$ cat config.mk
export PLATFORM = sky130hd
export DESIGN_NAME = sdram_dq_timing
export DESIGN_NICKNAME = d
export VERILOG_FILES = /design/src/rtl/sdram_dq_timing.sv
export SDC_FILE = /design/constraint.sdc
export NUM_CORES = 1
export LEC_CHECK = 0
export BUFFER_PORTS_ARGS = -buffer_cell sky130_fd_sc_hd__buf_4
export CAP_MARGIN = 15
export CORE_MARGIN = 4
export CORE_UTILIZATION = 50
export DETAILED_ROUTE_END_ITERATION = 12
export GPL_TIMING_DRIVEN = 1
export MAX_ROUTING_LAYER = met4
export PLACE_DENSITY = 0.85
export SYNTH_ARGS = -nofsm -noshare
export SYNTH_HDL_FRONTEND = slang
export SYNTH_SLANG_ARGS = --single-unit
$ cat constraint.sdc
create_clock -name clk -period 1.6 [get_ports clk]
set_input_delay 0.08 -clock clk [delete_from_list [all_inputs] [get_ports clk]]
set_output_delay 0.08 -clock clk [all_outputs]
set_load 0.02 [all_outputs]
$ cat src/rtl/sdram_dq_timing.sv
module sdram_dq_timing #(
  parameter int MAX_BURST = 8,
  localparam int LW = $clog2(MAX_BURST)
) (
  input  logic          clk,
  input  logic          rst,
  input  logic          rd_cmd,
  input  logic          wr_cmd,
  input  logic [LW-1:0] len_m1,
  input  logic          cas3,
  input  logic [1:0]    dqm,
  output logic          rd_oe,
  output logic [1:0]    rd_byte_vld,
  output logic [1:0]    wr_byte_en,
  output logic          contend_err
);

  logic [LW:0] rd_left, wr_left;
  logic [1:0]  launch_q;
  logic [1:0]  mask_d1, mask_d2;
  logic        rd_go, wr_active;

  assign rd_go = rd_cmd & ~wr_cmd;

  always_ff @(posedge clk) begin
    if (rst) begin
      rd_left  <= '0;
      wr_left  <= '0;
      launch_q <= '0;
      mask_d1  <= '0;
      mask_d2  <= '0;
    end else begin
      if (wr_cmd) begin
        rd_left <= '0;
        wr_left <= {1'b0, len_m1};
      end else if (rd_go) begin
        rd_left <= {1'b0, len_m1} + 1'b1;
        wr_left <= '0;
      end else begin
        if (rd_left != '0) rd_left <= rd_left - 1'b1;
        if (wr_left != '0) wr_left <= wr_left - 1'b1;
      end
      launch_q <= {launch_q[0], rd_left != '0};
      mask_d1  <= dqm;
      mask_d2  <= mask_d1;
    end
  end

  assign rd_oe       = cas3 ? launch_q[1] : launch_q[0];
  assign rd_byte_vld = {2{rd_oe}} & ~mask_d2;
  assign wr_active   = wr_cmd | ((wr_left != '0) & ~rd_cmd);
  assign wr_byte_en  = {2{wr_active}} & ~dqm;
  assign contend_err = |(rd_byte_vld & wr_byte_en);

endmodule


=== Yosys cells after proc, flatten, opt, wreduce, memory -nomap -nowiden ===
Cells that the tools add are included.
Widths: inputs -> output; s select.

* Word-level logic and storage cells: 32
* Register bits after elaboration: 14

* Add/sub/neg operators: 3
* Multiplexer cells: 6
* Bitwise operators: 10
* Reduce and logical (&&, ||, !) cells: 7

{| class="wikitable"
|+ Operators with widths
! cell !! number
|-
| $mux 3 || 3
|-
| $mux 4 || 2
|-
| $reduce_bool 4->1 || 2
|-
| $sub 4x1->4 const B || 2
|-
| $and 2x2->2 || 3
|-
| $add 3x1->4 const B || 1
|-
| $not 2->2 || 2
|-
| $reduce_or 2->1 || 2
|-
| $reduce_bool 3->1 || 1
|-
| $reduce_or 3->1 || 1
|-
| $and 1x1->1 || 2
|-
| $not 1->1 || 2
|-
| $reduce_bool 2->1 || 1
|-
| $mux 1 || 1
|-
| $or 1x1->1 || 1
|}

=== Longest topological paths before layout ===
* Depth after elaboration: 6
* Depth in mapped cells: 5

=== Least setup slack after synthesis ===
Ideal clock, no wire load.

* Kind: register to output
* Start: reg wr_left[0]
* End: out contend_err
* Arrival time: 1.467 ns
* Path slack: 0.053 ns
* Buffers on the path: 0
* Stages on the path, launching flop included: 6
* Path through: dfxtp_1 inv_1 ha_1 nor3b_2 o21ba_2 nor3_1

* Cells in the longest elaborated chain, start to end: 6

{| class="wikitable"
|+ Ends and longest elaborated chain
! what !! line !! text
|-
| start, declared || 18 || <nowiki>logic [LW:0] rd_left, wr_left;</nowiki>
|-
| start signal, assigned || 35 || <nowiki>wr_left <= {1'b0, len_m1};</nowiki>
|-
| start signal, assigned || 41 || <nowiki>if (wr_left != '0) wr_left <= wr_left - 1'b1;</nowiki>
|-
| $reduce_bool 4->1 || 51 || <nowiki>assign wr_active = wr_cmd | ((wr_left != '0) & ~rd_cmd);</nowiki>
|-
| $and 1x1->1 || 51 ||
|-
| $or 1x1->1 || 51 ||
|-
| $and 2x2->2 || 52 || <nowiki>assign wr_byte_en = {2{wr_active}} & ~dqm;</nowiki>
|-
| $and 2x2->2 || 53 || <nowiki>assign contend_err = |(rd_byte_vld & wr_byte_en);</nowiki>
|-
| $reduce_or 2->1 || 53 ||
|-
| end, declared || 15 || <nowiki>output logic contend_err</nowiki>
|}

Every way passes these cells.

=== Worst setup path in the final report ===
* Start: reg wr_left[1]
* End: out contend_err

The elaborated chain is that of the path after synthesis.

==> impl_results.md <==
* Minimum clock period after layout at around 1.5 ns
* Mapped Cells at between 70 and 80
* Sw Share at about 28%
* Number of max-cap violations at 0
* Pwr per Cell Area at 976 nW/um^2
* Chip height at ~45 microns
* Ant. Diodes at 0
* Sink Count at 14
* Worst path bufs/invs at 2
* Seq/Total Area, Yosys at 40.7%
* Clk pin slew, worst setup/hold paths at around 0.08 ns
* RSZ-0062 raised after global routing: true
* Antenna Nets Post-Route at 0
* Worst slew margin at around 75%
* FP Rows at 13
* CP max-delay cell: dfxtp_2
* Clock buffer depth at 2
* Top cell type by total area after synthesis: dfxtp_1
* Sequential share of power at a little over two fifths
* Switching power at 257 uW
* H-tree depth at 1
* M1 wire length at approximately 680 microns
* Fillers at between 100 and 150
* Core Area at roughly 1300 sq um
* First-pass GRT wire length at 2620 microns
* Commonest non-fill, non-tap cell in the layout: buf_4
* Synth top area cells: dfxtp_1, ha_1, nor2_1
* Status: finished clean
* Starting Density at 53.0%
* Combinational Power Share at between 20 and 30%
* Synth unique cells at 26
* Total wire length at around 1500 microns
* Tcrit/Tclk final at 96.8%
* Width of the die at around 45 microns
* Top-Level Pins at 16
* P_leak at ~0.4 nW
* Avg Vias per Cell at 5.41
* Vias in the first global route at 616
* Clock Power Share at 27.9%
* Crit path cell chain: inv_2 > ha_4 > nor3b_4 > o21ba_4 > nor3_2 > buf_4
* CP top delay family: flip-flops
* Layout Nets at 114
* Fmax at between 0.6 and 0.7 GHz
* Global Route Usage Sum at a little under a fifth
* DP HPWL at between 1000 and 1500 microns
* Seq cells post-synth at 14
* Area of the die at around 2000 sq um
* Post-Syn Area per Cell at 8.95 sq um
* Worst Path Required at roughly 1.5 ns
* CTS tree: yes
* Pins Over Slew Limit at 0
* Crit end category: output pin
* Worst hold path type: in2reg
* Worst-Skew Late Latency at around 0.28 ns
* Clock skew at approximately 0.00035 ns
* Share of cells above drive strength 1 at between 30% and 40%
* Worst slew pin tran at between 0.3 and 0.4 ns
* Routability Congestion at 0.852
* Starting DRT DRC Count at 5
* Vias at between 600 and 700
* Residual DRC at 0
* Max VDD drop at slightly above 0.0006 V
* WS Path Type: reg2out
* Setup Viol. Count Final at 0
* Total grt overflow at 0
* Largest net degree at the start of global routing at 12
* Share of the synthesized area in the top cell type at slightly above 40%
* CP max FO at 3
* Area Growth Syn to Fin at 34.1%
* Final non-filler cell total at roughly 110
* Cell Int Power at between 600 and 700 uW
* Pre-antenna DRT Iters at 4
* Fin. Hold Viols at 0
* Max incr delay on CP at between 0.3 and 0.4 ns
* Routed wl met2 at between 700 and 800 microns
* Yosys warnings at 0
* Post-Synthesis Cell Area at about 700 sq um
* Worst setup SP type: flop
* Final TNS setup at 0 ns
* # port buffers at 15
* Most frequent cells in the layout: buf_4, nor2_1, dfxtp_1
* Met3 wire len at roughly 120 microns
* Avg WL per Cell at approximately 14 microns
* Placed cells at around 110
* Top Layer Used: met4
* Root Buffer: clkbuf_4
* Critical path arrival at about 1.5 ns
* Initial antenna violation count at 0
* Cts bufs inserted at 3
* Net Count, Synth at 91
logic make-up after synthesis:
group	share of synthesized area, %
multiplexers	2.90
AND/OR/NAND/NOR	23.1
buffers and inverters	4.90
AO/OA/AOI/OAI	16.2
adder cells (fa/ha/maj)	7.26
flip-flops	40.7
XOR/XNOR	5.08
worst register-to-register path, stage by stage, from the launching register on:
cell	delay [ns]
dfxtp_1	0.33
inv_1	0.09
ha_2	0.19
or3b_4	0.40
and2_0	0.17
o32ai_1	0.26
synthesized netlist by cell type, drive strengths merged:
library cell	number
dfxtp	14
nor2	13
inv	7
nor2b	5
nor3	5
a211oi	4
ha	4
a221oi	2
clkbuf	2
mux2i	2
nor3b	2
o32ai	2
xnor2	2
xor2	2
a22oi	1
a311oi	1
a31oi	1
and2	1
nand2	1
nand2b	1
o21ai	1
o21ba	1
o22a	1
or3	1
or3b	1
repair_timing:
action,in CTS,in global routing
resized for setup,8,3
setup buffers,2,2
hold buffers,1,0
hold endpoints to repair,1,0
pin swaps,0,3
endpoints found under the setup margin,3,4
worst paths after layout:
kind         startpoint           to  slack, ns  cells past startpoint
max          wr_left[1]  contend_err       0.05                      6
min              dqm[1]   mask_d1[1]       0.04                      2
max reg2reg  rd_left[1]   rd_left[1]       0.06                      5
min reg2reg  mask_d1[1]   mask_d2[1]       0.45                      1
metrics by stage:
step	hold WS, ns	total power [mW]	util (%)	cell area, sq um	worst slack (ns)
2_1_floorplan	0.177	0.540	-	689	0.0527
3_3_place_gp	0.307	0.602	62.5	813	0.150
3_5_place_dp	0.305	0.610	62.5	813	0.120
4_1_cts	0.0258	0.895	69.7	907	0.0205
5_1_grt	0.0300	0.958	71.1	925	-0.0534
6_report	0.0388	0.902	71.1	925	0.0515
final cells by class:
| class | instances | area [sq um] | share of cell area [%] |
|---|---|---|---|
| clock buffer | 4 | 36.3 | 3.92 |
| inverter | 7 | 26.3 | 2.84 |
| multi-input combinational | 54 | 408 | 44.1 |
| sequential | 14 | 283 | 30.6 |
| tap | 15 | 18.8 | 2.03 |
| timing repair buffer | 20 | 153 | 16.5 |
power groups by stage:
stage / combinational [mW] / sequential (mW) / clock (mW)
4_1_cts: 0.243 / 0.392 / 0.261
2_1_floorplan: 0.145 / 0.394 / 0
6_report: 0.256 / 0.394 / 0.252
3_5_place_dp: 0.212 / 0.398 / 0
5_1_grt: 0.286 / 0.397 / 0.275
3_3_place_gp: 0.205 / 0.397 / 0
metal layers:
metal	GRT usage, %	vias up
met5	-	-
met4	9.94	0
met3	3.98	4
met2	29.1	24
met1	21.9	273
li1	-	316
state kept, by name (all words and copies together) (netlist names):
name	count
rd_left	4
wr_left	4
launch_q	2
mask_d1	2
mask_d2	2
No activity file was read; power rests on OpenSTA's default activity.
